**src/rtl/sa_pkg.sv**
```systemverilog
package sa_pkg;
  localparam int unsigned ADDR_W = 3;
  localparam int unsigned DATA_W = 32;
  localparam int unsigned OFF_LOAD = 0;
  localparam int unsigned OFF_CUR  = 1;
  localparam int unsigned OFF_RUN  = 2;
  localparam int unsigned OFF_IEN  = 3;
  localparam int unsigned OFF_PEND = 4;
  localparam int unsigned OFF_WEN  = 5;
  localparam int unsigned N_EN     = 3;
  // index of each enable bit inside the en vector
  localparam int unsigned EN_RUN = 0;
  localparam int unsigned EN_IRQ = 1;
  localparam int unsigned EN_WAK = 2;
endpackage

```
**src/rtl/sa_counter.sv**
```systemverilog
module sa_counter #(
  parameter int unsigned CNT_W = 32
) (
  input  logic             clk,
  input  logic             rst,
  input  logic             tick,
  input  logic             run,
  input  logic             load_wr,
  input  logic [CNT_W-1:0] load_val,
  output logic [CNT_W-1:0] count,
  output logic             expire
);
  localparam logic [CNT_W-1:0] ONE = CNT_W'(1);

  logic step;
  assign step   = tick && run && !load_wr && (count != '0);
  assign expire = step && (count == ONE);

  always_ff @(posedge clk) begin
    if (rst) begin
      count <= '0;
    end else if (load_wr) begin
      count <= load_val;
    end else if (step) begin
      count <= count - ONE;
    end
  end


  load_apply_chk: assert property (@(posedge clk) disable iff (rst)
    load_wr |=> count == $past(load_val));

  frozen_stop_chk: assert property (@(posedge clk) disable iff (rst)
    (!run && !load_wr) |=> $stable(count));

  zero_rest_chk: assert property (@(posedge clk) disable iff (rst)
    (count == '0 && !load_wr) |=> count == '0);

  no_rise_chk: assert property (@(posedge clk) disable iff (rst)
    !load_wr |=> count <= $past(count));
endmodule

```
**src/rtl/sa_ctrl.sv**
```systemverilog
module sa_ctrl
  import sa_pkg::*;
#(
  parameter int unsigned CNT_W = 32
) (
  input  logic              clk,
  input  logic              rst,
  input  logic              wr_en,
  input  logic [ADDR_W-1:0] addr,
  input  logic [DATA_W-1:0] wdata,
  input  logic              expire,
  output logic [N_EN-1:0]   en,
  output logic              pend,
  output logic              load_wr,
  output logic [CNT_W-1:0]  load_q
);
  localparam int unsigned EN_OFF [N_EN] = '{OFF_RUN, OFF_IEN, OFF_WEN};

  logic clr;
  assign load_wr = wr_en && (addr == ADDR_W'(OFF_LOAD));
  assign clr     = wr_en && (addr == ADDR_W'(OFF_PEND)) && wdata[0];

  always_ff @(posedge clk) begin
    if (rst) begin
      load_q <= '0;
    end else if (load_wr) begin
      load_q <= wdata[CNT_W-1:0];
    end
  end

  for (genvar g = 0; g < N_EN; g++) begin : g_en
    always_ff @(posedge clk) begin
      if (rst) begin
        en[g] <= 1'b0;
      end else if (wr_en && addr == ADDR_W'(EN_OFF[g])) begin
        en[g] <= wdata[0];
      end
    end
  end

  // expiry wins over a clearing write in the same cycle
  always_ff @(posedge clk) begin
    if (rst) begin
      pend <= 1'b0;
    end else begin
      pend <= expire | (pend & ~clr);
    end
  end


  expire_sets_chk: assert property (@(posedge clk) disable iff (rst)
    expire |=> pend);

  w1c_clears_chk: assert property (@(posedge clk) disable iff (rst)
    (clr && !expire) |=> !pend);

  sticky_chk: assert property (@(posedge clk) disable iff (rst)
    (pend && !clr) |=> pend);
endmodule

```
**src/rtl/sa_readmux.sv**
```systemverilog
module sa_readmux
  import sa_pkg::*;
#(
  parameter int unsigned CNT_W = 32
) (
  input  logic              clk,
  input  logic              rst,
  input  logic [ADDR_W-1:0] addr,
  input  logic [CNT_W-1:0]  load_q,
  input  logic [CNT_W-1:0]  count,
  input  logic [N_EN-1:0]   en,
  input  logic              pend,
  output logic [DATA_W-1:0] rdata
);
  logic [DATA_W-1:0] sel;

  always_comb begin
    sel = '0;
    case (int'(addr))
      OFF_LOAD: sel = DATA_W'(load_q);
      OFF_CUR:  sel = DATA_W'(count);
      OFF_RUN:  sel = DATA_W'(en[EN_RUN]);
      OFF_IEN:  sel = DATA_W'(en[EN_IRQ]);
      OFF_PEND: sel = DATA_W'(pend);
      OFF_WEN:  sel = DATA_W'(en[EN_WAK]);
      default:  sel = '0;
    endcase
  end

  always_ff @(posedge clk) begin
    if (rst) rdata <= '0;
    else     rdata <= sel;
  end


  unused_zero_chk: assert property (@(posedge clk) disable iff (rst)
    (int'(addr) > OFF_WEN) |=> rdata == '0);
endmodule

```
**src/rtl/sec_alarm.sv**
```systemverilog
module sec_alarm
  import sa_pkg::*;
#(
  parameter int unsigned CNT_W = 32
) (
  input  logic              clk,
  input  logic              rst,
  input  logic              tick,
  input  logic              wr_en,
  input  logic [ADDR_W-1:0] addr,
  input  logic [DATA_W-1:0] wdata,
  output logic [DATA_W-1:0] rdata,
  output logic              irq,
  output logic              wake
);
  logic [N_EN-1:0]  en;
  logic             pend, load_wr, expire;
  logic [CNT_W-1:0] load_q, count;

  sa_ctrl #(.CNT_W(CNT_W)) u_ctrl (
    .clk(clk), .rst(rst), .wr_en(wr_en), .addr(addr), .wdata(wdata),
    .expire(expire), .en(en), .pend(pend), .load_wr(load_wr), .load_q(load_q)
  );

  sa_counter #(.CNT_W(CNT_W)) u_cnt (
    .clk(clk), .rst(rst), .tick(tick), .run(en[EN_RUN]), .load_wr(load_wr),
    .load_val(wdata[CNT_W-1:0]), .count(count), .expire(expire)
  );

  sa_readmux #(.CNT_W(CNT_W)) u_rd (
    .clk(clk), .rst(rst), .addr(addr), .load_q(load_q), .count(count),
    .en(en), .pend(pend), .rdata(rdata)
  );

  always_ff @(posedge clk) begin
    if (rst) begin
      irq  <= 1'b0;
      wake <= 1'b0;
    end else begin
      irq  <= pend & en[EN_IRQ];
      wake <= pend & en[EN_WAK];
    end
  end


  irq_gate_chk: assert property (@(posedge clk) disable iff (rst)
    !en[EN_IRQ] |=> !irq);

  wake_gate_chk: assert property (@(posedge clk) disable iff (rst)
    !en[EN_WAK] |=> !wake);

  irq_fires_chk: assert property (@(posedge clk) disable iff (rst)
    (pend && en[EN_IRQ]) |=> irq);
endmodule

```
**config.mk**
```make
export PLATFORM = sky130hd
export DESIGN_NAME = sec_alarm
export DESIGN_NICKNAME = d
export VERILOG_FILES = /design/src/rtl/sa_pkg.sv /design/src/rtl/sa_counter.sv /design/src/rtl/sa_ctrl.sv /design/src/rtl/sa_readmux.sv /design/src/rtl/sec_alarm.sv
export SDC_FILE = /design/constraint.sdc
export NUM_CORES = 1
export LEC_CHECK = 0
export ABC_CLOCK_PERIOD_IN_PS = 5600
export BUFFER_PORTS_ARGS = -buffer_cell sky130_fd_sc_hd__buf_2
export CORE_MARGIN = 1.5
export CORE_UTILIZATION = 40
export CTS_CLUSTER_SIZE = 12
export DETAILED_ROUTE_END_ITERATION = 10
export GPL_ROUTABILITY_DRIVEN = 0
export PLACE_DENSITY = 0.6
export SETUP_SLACK_MARGIN = 0.02
export SYNTH_ARGS = -nofsm -noshare
export SYNTH_HDL_FRONTEND = slang
export SYNTH_SLANG_ARGS = --single-unit
```
**constraint.sdc**
```tcl
create_clock -name clk -period 5.6 [get_ports clk]
set_clock_uncertainty 0.15 [all_clocks]
set_input_delay 0.56 -clock clk [delete_from_list [all_inputs] [get_ports clk]]
set_output_delay 0.56 -clock clk [all_outputs]
set_load 0.005 [all_outputs]
```
* After elaboration in Yosys (flattened, before gate mapping)
Index checks and enable logic that the tools add are counted.
** Cells by class
- Add/subtract/negate cells :: 1
- Equality and inequality tests :: 6
- Multiplexer cells :: 3
- Bitwise gates (word level) :: 5
- Reduce and logical (&&, ||, !) cells :: 14
** Operator list (number)
- $pmux 32 s6 :: 1
- $mux 32 :: 2
- $eq 32x1->1 const B :: 1
- $reduce_bool 32->1 :: 1
- $sub 32x1->32 const B :: 1
- $logic_and 1x1->1 :: 10
- $eq 3x2->1 const B :: 2
- $eq 3x3->1 const B :: 2
- $and 1x1->1 :: 3
- $eq 3x1->1 const B :: 1
- $logic_not 3->1 :: 1
- $reduce_bool 2->1 :: 1
- $logic_not 1->1 :: 1
- $not 1->1 :: 1
- $or 1x1->1 :: 1
** Storage, ports and cells
- Bits in registers :: 102
- Input port bits :: 39
- Output and inout bits :: 34
- Word-level logic and storage cells :: 38

* Logic depth before layout (Yosys ltp)
Gate-level depths: netlist of run 1.
- Depth after elaboration :: 7
- Gate-level depth with buffers :: 9

* Cells and area by module
A second synthesis of run 1 with hierarchy kept.
** Unflattened totals
- Cell total of the unflattened synthesis :: 540
- Area, all modules :: 5104.9 um^2
** Modules (own cells, without submodules)
- sa_counter :: instances 1, cells an instance 265, area each 2157.1 um^2, seq. area each 640.6 um^2
- sa_ctrl :: instances 1, cells an instance 157, area each 1657.8 um^2, seq. area each 720.7 um^2
- sa_readmux :: instances 1, cells an instance 114, area each 1232.4 um^2, seq. area each 640.6 um^2
- sec_alarm :: instances 1, cells an instance 4, area each 57.6 um^2, seq. area each 40.0 um^2

* Worst setup path before layout of run 1
No wires, ideal clock.
- Path kind :: input -> register
- Start point :: in addr[2]
- End point :: reg u_ctrl.pend
- Arrival time :: 2.210 ns
- Path slack :: 3.169 ns
- Stages :: 7
- Path buffers :: 2
- Cells stage by stage :: clkbuf_1 -> nor3_1 -> and2_1 -> clkbuf_1 -> or4_1 -> or3_1 -> a21oi_1
** Between the ends
- Cells in the longest elaborated chain, start to end :: 7
** RTL lines
- from (decl) :: RTL line sec_alarm.sv:10 : input logic [ADDR_W-1:0] addr,
- $logic_not 3->1 :: RTL line sa_ctrl.sv:20 : assign load_wr = wr_en && (addr == ADDR_W'(OFF_LOAD));
- $logic_and 1x1->1 :: RTL line sa_ctrl.sv:20
- $logic_not 1->1 :: RTL line sa_counter.sv:16 : assign step = tick && run && !load_wr && (count != '0);
- $logic_and 1x1->1 (2 in series) :: RTL line sa_counter.sv:16
- $logic_and 1x1->1 :: RTL line sa_counter.sv:17 : assign expire = step && (count == ONE);
- $or 1x1->1 * :: RTL line sa_ctrl.sv:46 : pend <= expire | (pend & ~clr);
- to (signal assigned) :: RTL line sa_ctrl.sv:46
- to (decl) :: RTL line sa_ctrl.sv:13 : output logic pend,
Mark *: on every way between the ends. The rest lies on a longest branch, timed or not.
A chain may end at the register's enable or synchronous reset.

* Final worst setup path of run 1
- Start point :: reg u_cnt.count[17]
- End point :: reg u_cnt.count[23]
** Between the ends
- Cells in the longest elaborated chain, start to end :: 3
** RTL lines
- from (decl) :: RTL line sa_counter.sv:10 : output logic [CNT_W-1:0] count,
- from (signal assigned) :: RTL line sa_counter.sv:23 : count <= load_val;
- from (signal assigned) :: RTL line sa_counter.sv:25 : count <= count - ONE;
- $sub 32x1->32 / $reduce_bool 32->1 (equally long branches) :: RTL line sa_counter.sv:25, sa_counter.sv:16
- $mux 32 / $logic_and 1x1->1 (equally long branches) :: RTL line sa_counter.sv:24, sa_counter.sv:16
- $mux 32 / $reduce_bool 2->1 (equally long branches)
Parallel ways exist; a longest one is shown, timed or not. The select of a mux whose other input is x is not followed.

==> summary.txt, run 1 <==
STA
  – Min Tclk post-route: 3060 ps
  – RSZ-0062 raised after global routing: false
  – Max_slew headroom: 22.8%
  – Setup TNS: 0 ps
  – Final Cycle Share: 54.6%
  – Achievable Freq: 327 MHz
  – Final hold violations: 0
  – Pins Over Slew Limit: 0
  – Worst-Margin Slew: 1160 ps
  – Setup violations, final: 0

Drt
  – Drt wl/cell: 15.3 µm
  – First-pass DRT Iterations: 5
  – Vias per cell: 5.60
  – Drt initial violations: 193
  – DRC viols: 0
  – Post-Route WL: 11.1 mm
  – DR vias: 4082
  – DRT antenna net count: 0

Logic synthesis
  – Warnings, synthesis: 0
  – Post-synth EDFFs: 0
  – Yosys cell types: 49
  – Seq/Total Area, Yosys: 45.8%
  – Synth Flop Type: dfxtp_1
  – Register bit count reported by yosys: 102
  – Asr flop ratio synth: 0%
  – Net Count, Synth: 578
  – Mapped cell area: 4460 µm²
  – Post-Synthesis Mean Instance Area: 8.30 µm²
  – Mapped Cells: 537

CTS
  – Post-CTS Setup Repair Bufs: 0
  – PostCTS Resize Cnt: 0
  – Skew-Pair Late Insertion Delay: 370 ps
  – CTS root buf: clkbuf_8
  – H-tree lvl count: 3
  – # hold bufs at CTS: 0
  – Num CTS Buffers: 9
  – Clk buf depth: 2
  – TritonCTS clock tree: built
  – Sinks on Clock Net: 102
  – Reg clk slew, reported paths: 100 ps

Power
  – Peak VDD IR: 0.000148 V
  – LEAKAGE: 1.91 nW
  – Post-layout power: 0.00144 W
  – Pwr Density: 283 nW/µm²

GRT
  – Tot GR Track Use: 19.7%
  – Largest net degree at the start of global routing: 70
  – Global-route wire length before repair: 18.5 mm
  – Number of global-route vias before repair: 3860
  – Initial antenna violation count: 0
  – GRT overflow: 0

Placement
  – HPWL Detailed: 7.37 mm
  – IO buf count: 72

Finish
  – Number of inserted diodes: 0
  – Fin util: 46.9%
  – Nets: 626
  – Synth-to-layout area growth: 14.1%
  – # fillers: 1105
  – Share of cells above drive strength 1: 17.8%

Critical path
  – Worst reg2reg path startpoint: u_cnt.count[17]
  – Critical Path End Type: flop
  – Slowest cell on crit path: nor4_1
  – Crit path DAT: 3190 ps
  – R2R Setup Slk: 2540 ps
  – Crit path required time: 5730 ps
  – Startpoint Class: flop
  – CP bufs+invs: 1
  – Worst-path cell chain: nor4_1 > nand3_1 > nor3_4 > buf_4 > o31ai_1 > a311oi_1
  – Delay-heaviest family, CP: simple AND/OR/NAND/NOR gates
  – CP Max Fanout: 27
  – Worst r2r path cells: 6
  – R2r endpoint: u_cnt.count[23]
  – Crit path kind: reg -> reg
  – Critical Path Max Stage Delay: 740 ps

Die
  – Die Width: 109 µm
  – Core footprint: 10800 µm²
  – FP Rows: 38
  – Initial core utilization: 41.1%
  – I/O Pins: 73
  – DIE HEIGHT: 109 µm
  – Die area: 11800 µm²

Min path
  – Worst min path class: in -> reg
  – Hold path depth: 3
  – Hold Crit Start: wdata[19]
  – Worst Hold End: u_ctrl.load_q[19]

Flow run
  – Max cap viols: 0

Run status
  – Status: finished, final reports clean
sequential cells by signal, indices dropped and copies added, names as in the netlist:
register and flops:
u_ctrl.load_q 32, wake 1, u_ctrl.pend 1, u_cnt.count 32, u_ctrl.en 3, irq 1, u_rd.rdata 32
cell families (layout without fill, tap and decap cells):
family | after synthesis | after routing | share of synthesized area (%)
simple gates | 249 | 249 | 27.4
fa+ha+maj | 2 | 2 | 0.561
compound gates | 130 | 130 | 20.2
flops | 102 | 102 | 45.8
buf+inv | 46 | 98 | 4.30
xor+xnor | 3 | 3 | 0.590
mux | 5 | 5 | 1.12
stage by stage:
stage	hold slack (ps)	cells	cell area, µm²	worst slack (ps)
2_1_floorplan	286	537	4460	3170
3_3_place_gp	292	714	4880	2610
3_5_place_dp	297	714	4880	2540
4_1_cts	266	729	5080	2530
5_1_grt	278	729	5080	2160
6_report	282	729	5080	2540
area by class of cell:
class	count	area, µm²	area share, %
multi-input cells	389	2240	44.1
flip-flops and latches	102	2040	40.2
repair buffers	78	405	7.97
well taps	140	175	3.45
clock buffers	10	128	2.51
clock inverters	5	75.1	1.48
inverters	5	18.8	0.369
synthesized netlist by cell type, drive strengths merged, types with 3 or more instances:
cell | number | area, µm²
a211oi | 3 | 22.5
nor2 | 72 | 270
dfxtp | 102 | 2040
a22oi | 31 | 233
nor3 | 12 | 65.1
nand2b | 4 | 25.0
or4 | 21 | 165
a311oi | 24 | 210
xnor2 | 3 | 26.3
or3 | 17 | 106
inv | 5 | 18.8
o21ai | 10 | 50.0
nand4 | 5 | 31.3
mux2i | 5 | 50.1
a21oi | 34 | 170
and3 | 4 | 25.0
nor4 | 8 | 62.6
or2 | 5 | 31.3
nand3 | 13 | 65.1
nand2 | 78 | 293
o31ai | 15 | 113
clkbuf | 35 | 131
buf | 6 | 41.3
tightest hold or removal path, cell delays in order:
cell,delay (ps)
buf_2,110
nand2_1,50
a21oi_1,50
worst max-delay path by stage:
stage,cells past startpoint,to,start,slack (ps)
2_1_floorplan,7,u_ctrl.pend,addr[2],3170
3_3_place_gp,8,u_ctrl.pend,addr[1],2610
3_5_place_dp,8,u_ctrl.pend,addr[1],2540
4_1_cts,6,u_cnt.count[23],u_cnt.count[17],2530
5_1_grt,6,u_cnt.count[31],u_cnt.count[17],2160
6_report,6,u_cnt.count[23],u_cnt.count[17],2540
routing by layer:
metal | vias to the layer above | track usage (%) | part of all wire (%)
li1 | 2052 | - | -
met1 | 1935 | 25.8 | 47
met4 | 0 | 6.39 | 1.3
met2 | 82 | 32.4 | 47
met3 | 13 | 4.10 | 4.2
met5 | - | 0 | 0
report_power, final:
group	switching [W]	leakage (nW)	total (W)	internal, W
combinational	0.000127	0.977	0.000190	0.0000634
sequential	0.0000166	0.825	0.000757	0.000741
clock	0.000246	0.106	0.000494	0.000247
cells in the final DEF (no fill, tap or decap), types with 3 or more instances in the layout:
| cell | instances |
|---|---|
| nor2_1 | 72 |
| clkinv_2 | 3 |
| a22oi_1 | 31 |
| o21ai_1 | 7 |
| nand3_1 | 13 |
| clkbuf_8 | 9 |
| nand4_1 | 5 |
| dfxtp_1 | 102 |
| mux2i_1 | 5 |
| or2_2 | 4 |
| nand2b_1 | 4 |
| and3_1 | 4 |
| a311oi_1 | 24 |
| o31ai_1 | 15 |
| or4_1 | 19 |
| nor4_1 | 6 |
| nand2_1 | 77 |
| o21ai_0 | 3 |
| xnor2_1 | 3 |
| buf_2 | 72 |
| nor3_1 | 10 |
| inv_1 | 5 |
| or3_1 | 17 |
| a21oi_1 | 34 |
| a211oi_1 | 3 |
| buf_4 | 6 |
(Power assumes the default switching activity.)
==> run 2, diff against run 1 <==
--- a/config.mk
+++ b/config.mk
@@ -5,14 +5,14 @@
 export SDC_FILE = /design/constraint.sdc
 export NUM_CORES = 1
 export LEC_CHECK = 0
-export ABC_CLOCK_PERIOD_IN_PS = 5600
+export ABC_CLOCK_PERIOD_IN_PS = 2800
 export BUFFER_PORTS_ARGS = -buffer_cell sky130_fd_sc_hd__buf_2
 export CORE_MARGIN = 1.5
 export CORE_UTILIZATION = 40
 export CTS_CLUSTER_SIZE = 12
 export DETAILED_ROUTE_END_ITERATION = 10
 export GPL_ROUTABILITY_DRIVEN = 0
-export PLACE_DENSITY = 0.6
+export PLACE_DENSITY = 0.62
 export SETUP_SLACK_MARGIN = 0.02
 export SYNTH_ARGS = -nofsm -noshare
 export SYNTH_HDL_FRONTEND = slang
==> constraint.sdc (replaced) <==
create_clock -name clk -period 2.8 [get_ports clk]
set_clock_uncertainty 0.15 [all_clocks]
set_input_delay 0.28 -clock clk [delete_from_list [all_inputs] [get_ports clk]]
set_output_delay 0.28 -clock clk [all_outputs]
set_load 0.005 [all_outputs]
==> run 2 against run 1 <==
Compared with the run above:
- sequential power is 99% higher
- utilization rose by 3.0 points
- flip-flop and latch count is the same
- maximum frequency increased by 19%
- critical path depth shrank 1
- worst hold slack worse by 260 ps
- clock power is 88% higher
- global-route usage grew 1.0 points
- non-clock buffer count rose by 36
- first-iteration DRC count grew 9.8%
- routed wire length grew 3.4%
- via count rose by 3.8%
==> summary.txt, run 2 (same netlist as run 1, synthesis figures left out) <==
Run status
  – Status: finished, final reports clean

STA
  – RSZ-0062 raised after global routing: false
  – Min Tclk post-route: 2580 ps (-483 ps)
  – Max_slew headroom: 50.3% (+28 points)
  – Pins Over Slew Limit: 0 (unchanged)
  – Setup violations, final: 0 (unchanged)
  – Achievable Freq: 388 MHz (+19%)
  – Final hold violations: 0 (unchanged)
  – Worst-Margin Slew: 746 ps (-410 ps)
  – Final Cycle Share: 92.0% (+37 points)
  – Setup TNS: 0 ps (unchanged)

Drt
  – DRT antenna net count: 0 (unchanged)
  – Metal3 WL: 435 µm (-7.1%)
  – DRC viols: 0 (unchanged)
  – Post-Route WL: 11.5 mm (+3.4%)
  – DR vias: 4239 (+3.8%)
  – Met1 wire length: 5.57 mm (+5.9%)
  – First-pass DRT Iterations: 4 (-1)
  – Max Used Layer: met4
  – Drt wl/cell: 15.1 µm (-1.4%)
  – Drt initial violations: 212 (+9.8%)
  – Met2 WL: 5.31 mm (+1.3%)
  – Vias per cell: 5.55 (-0.91%)

Critical path
  – CP bufs+invs: 0 (-1)
  – Most frequent CP cell: or4_4
  – Worst-path cell chain: or4_4 > or4_4 > or3_1 > a31oi_1 > o22ai_1
  – Critical Path Max Stage Delay: 500 ps (-240 ps)
  – Critical Path End Type: flop
  – Crit path DAT: 2670 ps (-520 ps)
  – Startpoint Class: flop
  – Delay-heaviest family, CP: simple AND/OR/NAND/NOR gates
  – CP Max Fanout: 6 (-78%)
  – Crit path kind: reg -> reg
  – Slowest cell on crit path: or4_4
  – Crit path required time: 2890 ps (-2840 ps)

GRT
  – Initial antenna violation count: 0 (unchanged)
  – GRT overflow: 0 (unchanged)
  – Largest net degree at the start of global routing: 69 (-1.4%)
  – Global-route wire length before repair: 19.4 mm (+4.8%)
  – Number of global-route vias before repair: 4072 (+5.5%)
  – Tot GR Track Use: 20.7% (+1.0 points)

Power
  – Pwr Density: 532 nW/µm² (+88%)
  – Post-layout power: 0.00288 W (+100%)
  – Peak VDD IR: 0.000223 V (+51%)
  – LEAKAGE: 2.06 nW (+7.9%)

Finish
  – Number of inserted diodes: 0 (unchanged)
  – # fillers: 1091 (-1.3%)
  – Synth-to-layout area growth: 21.4%
  – Share of cells above drive strength 1: 18.6% (+0.76 points)
  – Most frequent cells in the layout: 102 x dfxtp_1, 77 x nand2_1, 72 x nor2_1, 72 x buf_2, 34 x a21oi_1
  – Reg area: 2040 µm² (unchanged)
  – Top flop regs: u_cnt.count: 32 flops, u_ctrl.load_q: 32 flops, u_rd.rdata: 32 flops
  – Footprint of the multi-input gates: 2240 µm² (unchanged)
  – Most common cell after layout, fill and taps aside: dfxtp_1
  – Nets: 662 (+5.8%)

Die
  – Core footprint: 10800 µm² (unchanged)
  – Die Width: 109 µm (unchanged)
  – FP Rows: 38 (unchanged)
  – DIE HEIGHT: 109 µm (unchanged)
  – Die area: 11800 µm² (unchanged)
  – Initial core utilization: 41.1% (unchanged)
  – I/O Pins: 73 (unchanged)

Flow run
  – Max cap viols: 0 (unchanged)

CTS
  – TritonCTS clock tree: built
  – PostCTS Resize Cnt: 0 (unchanged)
  – Num CTS Buffers: 9 (unchanged)
  – Sinks on Clock Net: 102 (unchanged)
  – CTS root buf: clkbuf_8
  – Reg clk slew, reported paths: 100 ps (about the same)
  – Skew-Pair Late Insertion Delay: 370 ps (about the same)
  – H-tree lvl count: 3 (unchanged)
  – Clk buf depth: 2 (unchanged)

Min path
  – Worst min path class: in -> reg

Placement
  – IO buf count: 72 (unchanged)
  – HPWL Detailed: 7.70 mm (+4.6%)
run 2: cell count changes in the layout (fill, tap and decap cells not counted), sizes merged:
| cell | delta |
|---|---|
| buf | +13 |
| bufinv | -1 |
| clkbuf | +3 |
| clkinv | -3 |
| dlygate4sd3 | +23 |
run 2: stage by stage:
| stage | utilization [%] | hold WS (ps) | area [µm²] | setup slack, ps | std cells |
|---|---|---|---|---|---|
| after floorplan | - | 266 | 4460 | 409 | 537 |
| after global placement | 46.0 | 291 | 4990 | 274 | 727 |
| after CTS | 49.9 | 1.14 | 5410 | 224 | 764 |
| after global routing | 49.9 | 27.6 | 5410 | 49.8 | 764 |
| after detailed placement | 46.0 | 297 | 4990 | 252 | 727 |
| final | 49.9 | 25.9 | 5410 | 225 | 764 |
run 2: worst paths after layout:
check                                    endpoint              start  slack [ps]  cells past startpoint
worst min register to register  u_ctrl.load_q[23]  u_ctrl.load_q[23]         310                      2
worst max register to register    u_cnt.count[29]    u_cnt.count[27]         220                      5
worst max-delay path              u_cnt.count[29]    u_cnt.count[27]         220                      5
worst min-delay path            u_ctrl.load_q[14]          wdata[14]          30                      3
run 2: area by class of cell:
cell class	count	area share, %
clock buffers	13	2.94
repair buffers	114	13.8
multi-input cells	389	41.4
inverters	5	0.347
clock inverters	1	0.555
well taps	140	3.24
flip-flops and latches	102	37.7
run 2: worst reg2reg max path, cell delays in order (launching register included):
cell     delay (ps)
dfxtp_1         370
or4_4           500
or4_4           460
or3_1           470
a31oi_1         340
o22ai_1         150
run 2: where the power goes:
group | total (W) | switching, W | leakage [nW] | internal, W
Clock | 0.000930 | 0.000475 | 0.0956 | 0.000454
Combinational | 0.000435 | 0.000263 | 1.14 | 0.000172
Sequential | 0.00151 | 0.0000324 | 0.825 | 0.00148
run 2: timing repair:
| action | 4_1_cts | 5_1_grt |
|---|---|---|
| hold endpoints to repair | 23 | 0 |
| setup endpoints to repair | 0 | 0 |
| hold buffers | 23 | 0 |
| setup buffers | 0 | 0 |
run 2: per-layer routing:
metal / global-route usage, % / vias up
li1: - / 2129
met1: 27.6 / 2017
met2: 33.3 / 81
met5: 0 / -
met3: 3.01 / 12
met4: 9.12 / 0
